==> config.mk <==
export PLATFORM = sky130hd
export DESIGN_NAME = pwm_pair_stage
export DESIGN_NICKNAME = d
export VERILOG_FILES = /design/src/rtl/pwm_pair_pkg.sv /design/src/rtl/pwm_pair_route.sv /design/src/rtl/pwm_deadband.sv /design/src/rtl/pwm_out_ovr.sv /design/src/rtl/pwm_edge_flag.sv /design/src/rtl/pwm_pair_stage.sv
export SDC_FILE = /design/constraint.sdc
export NUM_CORES = 1
export LEC_CHECK = 0
export ABC_AREA = 1
export BUFFER_PORTS_ARGS = -buffer_cell sky130_fd_sc_hd__buf_2
export CAP_MARGIN = 20
export CORE_MARGIN = 3
export CORE_UTILIZATION = 36
export CTS_BUF_LIST = sky130_fd_sc_hd__clkbuf_4 sky130_fd_sc_hd__clkbuf_8 sky130_fd_sc_hd__clkbuf_16
export CTS_CLUSTER_DIAMETER = 100
export DETAILED_ROUTE_END_ITERATION = 8
export SLEW_MARGIN = 10
export SYNTH_ARGS = -nofsm -noshare
export SYNTH_HDL_FRONTEND = slang
export SYNTH_HIERARCHICAL = 1
export SYNTH_SLANG_ARGS = --single-unit
==> constraint.sdc <==
create_clock -name clk -period 2.4 [get_ports clk]
set_input_delay 0.24 -clock clk [delete_from_list [all_inputs] [get_ports clk]]
set_output_delay 0.24 -clock clk [all_outputs]
set_load 0.1 [all_outputs]
==> src/rtl/pwm_pair_pkg.sv <==
package pwm_pair_pkg;
   typedef enum logic [1:0] {
      PM_INDEP = 2'd0,
      PM_COMP  = 2'd1,
      PM_SYNC  = 2'd2,
      PM_RSVD  = 2'd3
   } pair_mode_e;
endpackage

==> src/rtl/pwm_pair_route.sv <==
module pwm_pair_route
   import pwm_pair_pkg::*;
#(
   parameter int NPAIR = 3,
   localparam int NCH  = 2 * NPAIR
) (
   input  logic [NCH-1:0]   raw_i,
   input  logic [1:0]       mode_i,
   input  logic             group_i,
   output logic [NPAIR-1:0] even_o,
   output logic [NPAIR-1:0] odd_o,
   output logic             comp_o
);
   pair_mode_e mode;
   assign mode   = pair_mode_e'(mode_i);
   assign comp_o = (mode == PM_COMP);

   for (genvar p = 0; p < NPAIR; p++) begin : g_pair
      logic ev;
      if (p == 0) begin : g_lead
         assign ev = raw_i[0];
      end else begin : g_follow
         assign ev = group_i ? raw_i[0] : raw_i[2*p];
      end
      assign even_o[p] = ev;
      always_comb begin
         unique case (mode)
            PM_COMP: odd_o[p] = ~ev;
            PM_SYNC: odd_o[p] = ev;
            default: odd_o[p] = raw_i[2*p+1];
         endcase
      end
   end
endmodule

==> src/rtl/pwm_deadband.sv <==
module pwm_deadband #(
   parameter int DT_W = 11
) (
   input  logic            clk,
   input  logic            rst_n,
   input  logic            active_i,
   input  logic [DT_W-1:0] dt_cnt_i,
   input  logic            even_i,
   input  logic            odd_i,
   output logic            even_o,
   output logic            odd_o
);
   logic            lvl_q;
   logic [DT_W-1:0] cnt_q;
   logic            settled;

   always_ff @(posedge clk or negedge rst_n) begin
      if (!rst_n) begin
         lvl_q <= 1'b0;
         cnt_q <= '0;
      end else if (even_i != lvl_q) begin
         lvl_q <= even_i;
         cnt_q <= dt_cnt_i;
      end else if (cnt_q != '0) begin
         cnt_q <= cnt_q - DT_W'(1);
      end
   end

   assign settled = (even_i == lvl_q) && (cnt_q == '0);

   always_comb begin
      if (active_i) begin
         even_o = settled & even_i;
         odd_o  = settled & ~even_i;
      end else begin
         even_o = even_i;
         odd_o  = odd_i;
      end
   end


   dt_rise_after_hold_chk: assert property (@(posedge clk) disable iff (!rst_n)
      (active_i && even_o && dt_cnt_i != '0 && $stable(dt_cnt_i)) |-> $past(even_i));

   dt_odd_after_hold_chk: assert property (@(posedge clk) disable iff (!rst_n)
      (active_i && odd_o && dt_cnt_i != '0 && $stable(dt_cnt_i)) |-> !$past(even_i));
endmodule

==> src/rtl/pwm_out_ovr.sv <==
module pwm_out_ovr #(
   parameter int NCH = 6
) (
   input  logic [NCH-1:0] gen_i,
   input  logic [NCH-1:0] mask_en_i,
   input  logic [NCH-1:0] mask_val_i,
   input  logic           brake_i,
   input  logic [NCH-1:0] brake_lvl_i,
   input  logic [NCH-1:0] pol_i,
   output logic [NCH-1:0] pin_o
);
   for (genvar n = 0; n < NCH; n++) begin : g_ch
      logic masked, braked;
      assign masked   = mask_en_i[n] ? mask_val_i[n] : gen_i[n];
      assign braked   = brake_i ? brake_lvl_i[n] : masked;
      assign pin_o[n] = braked ^ pol_i[n];
   end
endmodule

==> src/rtl/pwm_edge_flag.sv <==
module pwm_edge_flag (
   input  logic clk,
   input  logic rst_n,
   input  logic pin_i,
   input  logic rise_sel_i,
   input  logic clr_i,
   output logic flag_o
);
   logic prev_q, hit;

   assign hit = rise_sel_i ? (pin_i & ~prev_q) : (~pin_i & prev_q);

   always_ff @(posedge clk or negedge rst_n) begin
      if (!rst_n) begin
         prev_q <= 1'b0;
         flag_o <= 1'b0;
      end else begin
         prev_q <= pin_i;
         if (hit)        flag_o <= 1'b1;
         else if (clr_i) flag_o <= 1'b0;
      end
   end


   edge_set_chk: assert property (@(posedge clk) disable iff (!rst_n)
      (rise_sel_i && pin_i && !$past(pin_i)) |=> flag_o);

   edge_clear_src_chk: assert property (@(posedge clk) disable iff (!rst_n)
      $fell(flag_o) |-> $past(clr_i));
endmodule

==> src/rtl/pwm_pair_stage.sv <==
module pwm_pair_stage
   import pwm_pair_pkg::*;
#(
   parameter int NPAIR = 3,
   parameter int DT_W  = 11,
   localparam int NCH  = 2 * NPAIR
) (
   input  logic             clk,
   input  logic             rst_n,
   input  logic [NCH-1:0]   raw_cmp,
   input  logic [1:0]       pair_mode,
   input  logic             group_en,
   input  logic [DT_W-1:0]  dt_count,
   input  logic [NPAIR-1:0] dt_en,
   input  logic [NCH-1:0]   mask_en,
   input  logic [NCH-1:0]   mask_val,
   input  logic             brake_act,
   input  logic [NCH-1:0]   brake_lvl,
   input  logic [NCH-1:0]   pol_neg,
   input  logic [NPAIR-1:0] edge_rise_sel,
   input  logic [NPAIR-1:0] edge_ie,
   input  logic [NPAIR-1:0] flag_clr,
   output logic [NCH-1:0]   pwm_out,
   output logic [NPAIR-1:0] edge_flag,
   output logic             edge_irq
);
   initial begin
      assert (NPAIR >= 1 && NPAIR <= 16);
      assert (DT_W >= 1 && DT_W <= 16);
   end

   logic [NPAIR-1:0] ev_ref, od_ref;
   logic             comp_on;
   logic [NCH-1:0]   gen;

   pwm_pair_route #(.NPAIR(NPAIR)) u_route (
      .raw_i  (raw_cmp),
      .mode_i (pair_mode),
      .group_i(group_en),
      .even_o (ev_ref),
      .odd_o  (od_ref),
      .comp_o (comp_on)
   );

   for (genvar p = 0; p < NPAIR; p++) begin : g_pair
      pwm_deadband #(.DT_W(DT_W)) u_db (
         .clk     (clk),
         .rst_n   (rst_n),
         .active_i(comp_on & dt_en[p]),
         .dt_cnt_i(dt_count),
         .even_i  (ev_ref[p]),
         .odd_i   (od_ref[p]),
         .even_o  (gen[2*p]),
         .odd_o   (gen[2*p+1])
      );
      pwm_edge_flag u_edge (
         .clk       (clk),
         .rst_n     (rst_n),
         .pin_i     (pwm_out[2*p]),
         .rise_sel_i(edge_rise_sel[p]),
         .clr_i     (flag_clr[p]),
         .flag_o    (edge_flag[p])
      );
   end

   pwm_out_ovr #(.NCH(NCH)) u_ovr (
      .gen_i      (gen),
      .mask_en_i  (mask_en),
      .mask_val_i (mask_val),
      .brake_i    (brake_act),
      .brake_lvl_i(brake_lvl),
      .pol_i      (pol_neg),
      .pin_o      (pwm_out)
   );

   assign edge_irq = |(edge_flag & edge_ie);


   brake_force_chk: assert property (@(posedge clk) disable iff (!rst_n)
      brake_act |-> (pwm_out == (brake_lvl ^ pol_neg)));

   comp_inverse_chk: assert property (@(posedge clk) disable iff (!rst_n)
      (pair_mode == PM_COMP && !dt_en[0] && mask_en[1:0] == 2'b00 && !brake_act
       && pol_neg[1:0] == 2'b00) |-> (pwm_out[1] == ~pwm_out[0]));

   irq_src_chk: assert property (@(posedge clk) disable iff (!rst_n)
      edge_irq |-> ((edge_flag & edge_ie) != '0));
endmodule

==> results.ini, run 1 <==
[run_status]
run_status=finished clean

[timing]
finClkSkew_ps=9.65
slew_violations=0
fmax_mhz=436
hold_violations=0
finalSetupViolCount=0
worst_pin_slew_ps=486
relSlewSlack_pct=67.8
finalCriticalPeriod_ps=2290
rsz0062_at_grt=yes
tns_ps=0
fin_ws_ps=108
period_share_pct=95.5

[critical_path]
cp-startpoint=g_pair[1].u_db/cnt_q[0]
crit_path_max_fanout=5
cp.required_ps=2160
reg2reg_from=g_pair[0].u_db/cnt_q[1]
crit_path_end_kind=output pin
start_kind=flip-flop
crit_type=reg2out
cp_data_arrival_time_ps=2050

[synthesis]
ys_seq_area_share_pct=30.5
yosys-top-cells-area=dfrtp_1 (31%), nand2_1 (16%), inv_1 (10%)
synth.top_cell.area_share_pct=30.5
postSynth.asyncResetShare_pct=100
yosysWarnings=6
synth.avg_cell_area_um2=6.48
synth.largest_area_cell=dfrtp_1
yosysMostFrequentCell=nand2_1
synth.distinct_cells=28
synth_flop_cell=dfrtp_1
syn-cell-area_um2=3440
synth_seq_cells=42
synth_cells=531
netlist_top_cells_count=nand2_1 (145), inv_1 (96), nand3_1 (59), nor2_1 (54), dfrtp_1 (42)
synth_edf_count=0
syn-num-nets=595

[global_routing]
met1_usage_pct=21.7
grt_pass1_vias=3282
busiest_layer=met2
gr-usage-met2_pct=26.1
use_met3_pct=4.36
grt_pass1_wl_um=14700
track_usage_pct=16.3
grt-ovfl-total=0
grt_max_degree=25
antenna_found_initial=0

[clock_network]
cts-buffers-inserted=5
root_buffer=clkbuf_8
cts_tree=yes
cts.clk_slew.worst_paths_ps=90
clock_latency_ps=300
htreeDepth=2
cts.sinks=42
clock_path_buffers=2

[final_layout]
drive_above_1_share_pct=27.2
multiInputGateArea_um2=1970
post-route-util_pct=46.4
regArea_um2=1050
finalNetCount=680
syn_to_final_growth_pct=25.2
fin_cells=746
antennaDiodeCount=0
n_fill_cell=988

[die]
pin_count=69
die_area_um2=10800
rows=35
die_w_um=104
initial_core_util_pct=37.1
die_h_um=104
core_area_um2=9280

[job]
cap_violations=0

[detailed_routing]
ant_nets=0
dr.pass1.iters=4
wl_um=8560
wire_per_inst_um=11.5
drc=0
vias_per_cell=4.53
drtIter0Drc=134
num_vias=3378

[place]
dp_slack_ps=190
place_congestion=0.844
port_buffers=68
hpwl_um=6730
place_inst=721

[pwr]
power_density_nw_per_um2=583
p_leak_nw=2.36
total_power_w=0.00251
peakVddDrop_uv=255

[hold_path]
hp-start=raw_cmp[0]
min_path_type=in2reg

[metrics by stage]
| stage | hold slack (ps) | area [um^2] |
|---|---|---|
| 6_report | 129 | 4310 |
| 5_1_grt | 127 | 4310 |
| 4_1_cts | 125 | 4140 |
| 3_5_place_dp | 231 | 3980 |
| 3_3_place_gp | 224 | 3980 |
| 2_1_floorplan | -55.6 | 3450 |
[report_power, final]
| group | internal (W) | leakage, nW | switching, W |
|---|---|---|---|
| combinational | 0.000357 | 1.81 | 0.000645 |
| sequential | 0.000816 | 0.488 | 0.0000980 |
| clock | 0.000335 | 0.0593 | 0.000262 |
| total | 0.00151 | 2.36 | 0.00101 |
[flip-flops by register name, summed over array words and instances (netlist names)]
| signal | flops |
|---|---|
| g_pair.u_db/cnt_q | 33 |
| g_pair.u_db/lvl_q | 3 |
| g_pair.u_edge/flag_o | 3 |
| g_pair.u_edge/prev_q | 3 |
[cells in the final DEF (no fill, tap or decap), types with 13 or more instances in the layout]
master	count
nand3_1	59
inv_2	13
nor2_1	54
nand2_2	15
buf_2	62
buf_4	19
inv_1	90
dfrtp_1	42
o21ai_0	23
nand2_1	138
[logic make-up after synthesis]
| group | after synthesis | synth area share [%] |
|---|---|---|
| flops | 42 | 30.5 |
| fa+ha+maj | 5 | 1.82 |
| simple gates | 318 | 45.3 |
| buf+inv | 119 | 14.7 |
| compound gates | 47 | 7.60 |
[area by class of cell]
type / count / area share [%]
well taps: 129 / 3.75
multi-input cells: 370 / 45.8
repair buffers: 88 / 13.5
clock buffers: 7 / 1.95
flip-flops and latches: 42 / 24.4
clock inverters: 1 / 0.697
inverters: 109 / 9.85
[critical path, cell delays in order, from the launching register on]
cell     delay, ps
dfrtp_1        400
inv_2           80
ha_4           150
nand2_4         60
inv_2           80
nand2_2         80
nor2_4         150
nand2_4         90
a21oi_4        130
inv_1           50
nand2_1         50
nand3_1         60
nand3_1         90
nand2_2        100
buf_12         180
[worst paths after layout]
kind | to | slack (ps) | depth (start not counted)
worst min register to register | g_pair[2].u_edge/flag_o | 510 | 2
max in group asynchronous | g_pair[0].u_edge/prev_q | 1280 | 3
worst max-delay path | pwm_out[2] | 110 | 14
worst min-delay path | g_pair[0].u_db/lvl_q | 130 | 1
min in group asynchronous | g_pair[2].u_db/cnt_q[7] | 420 | 2
worst max register to register | g_pair[0].u_edge/flag_o | 350 | 18
[layer usage]
| layer | up-vias | share of wire (%) | wire (um) |
|---|---|---|---|
| met2 | 71 | 44 | 3790 |
| li1 | 1790 | - | - |
| met4 | 0 | 1.5 | 128 |
| met3 | 8 | 5.7 | 489 |
| met5 | - | 0 | 0 |
| met1 | 1509 | 48 | 4150 |
[repair_timing]
| item | CTS | global route |
|---|---|---|
| endpoints found under the hold margin | 18 | 0 |
| hold buffers | 1 | 0 |
| resized for setup | 5 | 17 |
| cloned | 0 | 0 |
| endpoints found under the setup margin | 4 | 6 |
| buffers inserted | 2 | 14 |
| pin swaps | 2 | 10 |
Note: power is estimated with default switching activity, not from simulation.
==> run 2: changes to the inputs <==
--- a/config.mk
+++ b/config.mk
@@ -8,11 +8,14 @@
 export ABC_AREA = 1
 export BUFFER_PORTS_ARGS = -buffer_cell sky130_fd_sc_hd__buf_2
 export CAP_MARGIN = 20
+export CELL_PAD_IN_SITES_DETAIL_PLACEMENT = 0
+export CELL_PAD_IN_SITES_GLOBAL_PLACEMENT = 1
 export CORE_MARGIN = 3
 export CORE_UTILIZATION = 36
 export CTS_BUF_LIST = sky130_fd_sc_hd__clkbuf_4 sky130_fd_sc_hd__clkbuf_8 sky130_fd_sc_hd__clkbuf_16
 export CTS_CLUSTER_DIAMETER = 100
 export DETAILED_ROUTE_END_ITERATION = 8
+export PLACE_DENSITY_LB_ADDON = 0.1
 export SLEW_MARGIN = 10
 export SYNTH_ARGS = -nofsm -noshare
 export SYNTH_HDL_FRONTEND = slang
==> run 2 against run 1 <==
  * Via count up 0.62%
  * Combinational power about the same
  * Fmax up 0.72%
  * Clock power about the same
  * Worst hold slack worse by 2.2 ps
  * Sequential cell count unchanged
  * Critical path depth unchanged
  * Sequential power about the same
  * Clock skew down 3.8 ps
  * Power up 0.62%
  * Non-clock buffer count up 6
  * Count of clock-buffer cells in the layout down 1
==> results.ini, run 2 (synthesized netlist as in run 1, its figures left out) <==
[detailed_routing]
drtIter0Drc=103  ; was 134
wl_um=8970  ; was 8560 um
vias_per_cell=4.52  ; was 4.53
num_vias=3399  ; was 3378
ant_nets=0  ; unchanged
wire_per_inst_um=11.9  ; was 11.5 um
drc=0  ; unchanged
dr.pass1.iters=6  ; was 4

[critical_path]
cp.depth=14  ; unchanged
cp-startpoint=g_pair[2].u_db/cnt_q[0]  ; was g_pair[1].u_db/cnt_q[0]
r2r-end=g_pair[0].u_edge/flag_o  ; unchanged
crit_path_end_kind=output pin  ; unchanged
r2r_setup_slack_ps=330  ; was 350 ps
cpMostUsedCell=nand2_4
path_cells=inv_2 > ha_4 > nand2_4 > inv_4 > nand2_4 > nor2_4 > nand2_4 > a21oi_4 > inv_1 > nand2_1 > nand3_2 > nand3_2 > nand2_2 > buf_12  ; was inv_2 > ha_4 > nand2_4 > inv_2 > nand2_2 > nor2_4 > nand2_4 > a21oi_4 > inv_1 > nand2_1 > nand3_1 > nand3_1 > nand2_2 > buf_12
crit_slowest_cell=dfrtp_1  ; unchanged
start_kind=flip-flop  ; unchanged
setup.worst_path.end=pwm_out[4]  ; was pwm_out[2]
crit_family=simple AND/OR/NAND/NOR gates  ; unchanged
critPathMaxStageDelay_ps=400  ; about the same
cp.required_ps=2160  ; about the same
crit_type=reg2out  ; unchanged
rr_worst_depth=17  ; was 18
cp.buffers_inverters=4  ; unchanged
cp_data_arrival_time_ps=2040  ; was 2050 ps
reg2reg_from=g_pair[0].u_db/cnt_q[1]  ; unchanged
crit_path_max_fanout=5  ; unchanged

[global_routing]
grt_pass1_vias=3240  ; was 3282
antenna_found_initial=0  ; unchanged
grt_pass1_wl_um=15400  ; was 14700 um
grt_max_degree=20  ; was 25
track_usage_pct=17.3  ; was 16.3%
grt-ovfl-total=0  ; unchanged

[die]
core_area_um2=9280  ; unchanged
rows=35  ; unchanged
initial_core_util_pct=37.1  ; unchanged
die_area_um2=10800  ; unchanged
pin_count=69  ; unchanged
die_w_um=104  ; unchanged
die_h_um=104  ; unchanged

[final_layout]
syn_to_final_growth_pct=27.7  ; was 25.2%
layout_commonest_cell=nand2_1  ; unchanged
antennaDiodeCount=0  ; unchanged
regMostFlops=g_pair.u_db/cnt_q  ; unchanged
finalInstanceArea_um2=4400  ; was 4310 um^2
largest_reg_flops=33  ; unchanged
finalNetCount=686  ; was 680
final_cell_mix=nand2_1 (137), inv_1 (90), buf_2 (62), nand3_1 (54), nor2_1 (54)  ; was nand2_1 (138), inv_1 (90), buf_2 (62), nand3_1 (59), nor2_1 (54)
drive_above_1_share_pct=29.1  ; was 27.2%
post-route-util_pct=47.4  ; was 46.4%

[clock_network]
cts-buffers-inserted=5  ; unchanged
cts_tree=yes  ; unchanged
cts.sinks=42  ; unchanged
cts.clk_slew.worst_paths_ps=90  ; about the same
clock_path_buffers=2  ; unchanged
htreeDepth=2  ; unchanged
root_buffer=clkbuf_8  ; unchanged
clock_latency_ps=300  ; about the same

[job]
cap_violations=0  ; unchanged

[place]
port_buffers=68  ; unchanged
placed_area_um2=3990  ; was 3980 um^2
hpwl_um=7140  ; was 6730 um
place_congestion=0.839  ; was 0.844

[run_status]
run_status=finished clean  ; unchanged

[timing]
worst_pin_slew_ps=486  ; about the same
tns_ps=0  ; unchanged
fmax_mhz=440  ; was 436 MHz
hold_violations=0  ; unchanged
slew_violations=0  ; unchanged
finalCriticalPeriod_ps=2280  ; was 2290 ps
period_share_pct=94.8  ; was 95.5%
rsz0062_at_grt=yes  ; unchanged
relSlewSlack_pct=67.8  ; about the same
finalSetupViolCount=0  ; unchanged
finClkSkew_ps=5.89  ; was 9.65 ps
hold-worst-slack_ps=126  ; was 129 ps

[pwr]
peakVddDrop_uv=201  ; was 255 uV
power_density_nw_per_um2=575  ; was 583 nW/um^2
p_leak_nw=2.41  ; was 2.36 nW

[hold_path]
min_path_type=in2reg  ; unchanged

[run 2: report_power, final]
group / switching (W) / internal [W] / leakage, nW
clock network: 0.000271 / 0.000322 / 0.0548
logic: 0.000657 / 0.000366 / 1.86
registers: 0.0000959 / 0.000816 / 0.488
total: 0.00102 / 0.00150 / 2.41
[run 2: layout make-up]
class / instances / area [um^2]
Timing Repair Buffer: 94 / 628
Sequential cell: 42 / 1050
Clock buffer: 6 / 76.3
Fill cell: 1029 / 4890
Tap cell: 129 / 161
Inverter: 109 / 427
Clock inverter: 2 / 37.5
Multi-Input combinational cell: 370 / 2020
[run 2: layer usage]
layer | track usage (%) | share of wire, % | vias to the layer above
li1 | - | - | 1804
met1 | 24.4 | 49 | 1534
met2 | 27.7 | 46 | 53
met3 | 2.93 | 3.9 | 8
met4 | 4.08 | 1.4 | 0
met5 | 0 | 0 | -
[run 2: worst min path at each step]
stage | from | endpoint | slack (ps) | cells after the start
6_report | raw_cmp[0] | g_pair[0].u_db/lvl_q | 130 | 1
4_1_cts | raw_cmp[0] | g_pair[0].u_db/lvl_q | 110 | 1
3_3_place_gp | rst_n | g_pair[2].u_db/cnt_q[7] | 130 | 1
2_1_floorplan | rst_n | g_pair[0].u_db/cnt_q[0] | -60 | 0
5_1_grt | raw_cmp[0] | g_pair[0].u_db/lvl_q | 110 | 1
3_5_place_dp | rst_n | g_pair[2].u_db/cnt_q[7] | 120 | 1
[run 2: metrics by stage]
stage	power, W	setup slack (ps)	instances
finish	0.00253	125	752
global route	0.00274	-23.4	752
CTS	0.00249	-12.0	735
detailed placement	0.00184	173	722
global placement	0.00184	207	722
floorplan	0.00160	185	531
[run 2: repair_timing]
| item | in CTS | in global routing |
|---|---|---|
| hold buffers | 1 | 0 |
| pin swaps | 9 | 17 |
| setup buffers | 4 | 17 |
| endpoints found under the hold margin | 8 | 0 |
| setup endpoints to repair | 6 | 6 |
| gates resized for setup | 14 | 18 |
[run 2: worst reg2reg max path, delay by kind of cell (launching register included)]
family / cells / cell delay [ps]
compound gates: 1 / 160
flops: 1 / 400
fa+ha+maj: 1 / 140
buf+inv: 5 / 490
simple gates: 10 / 770
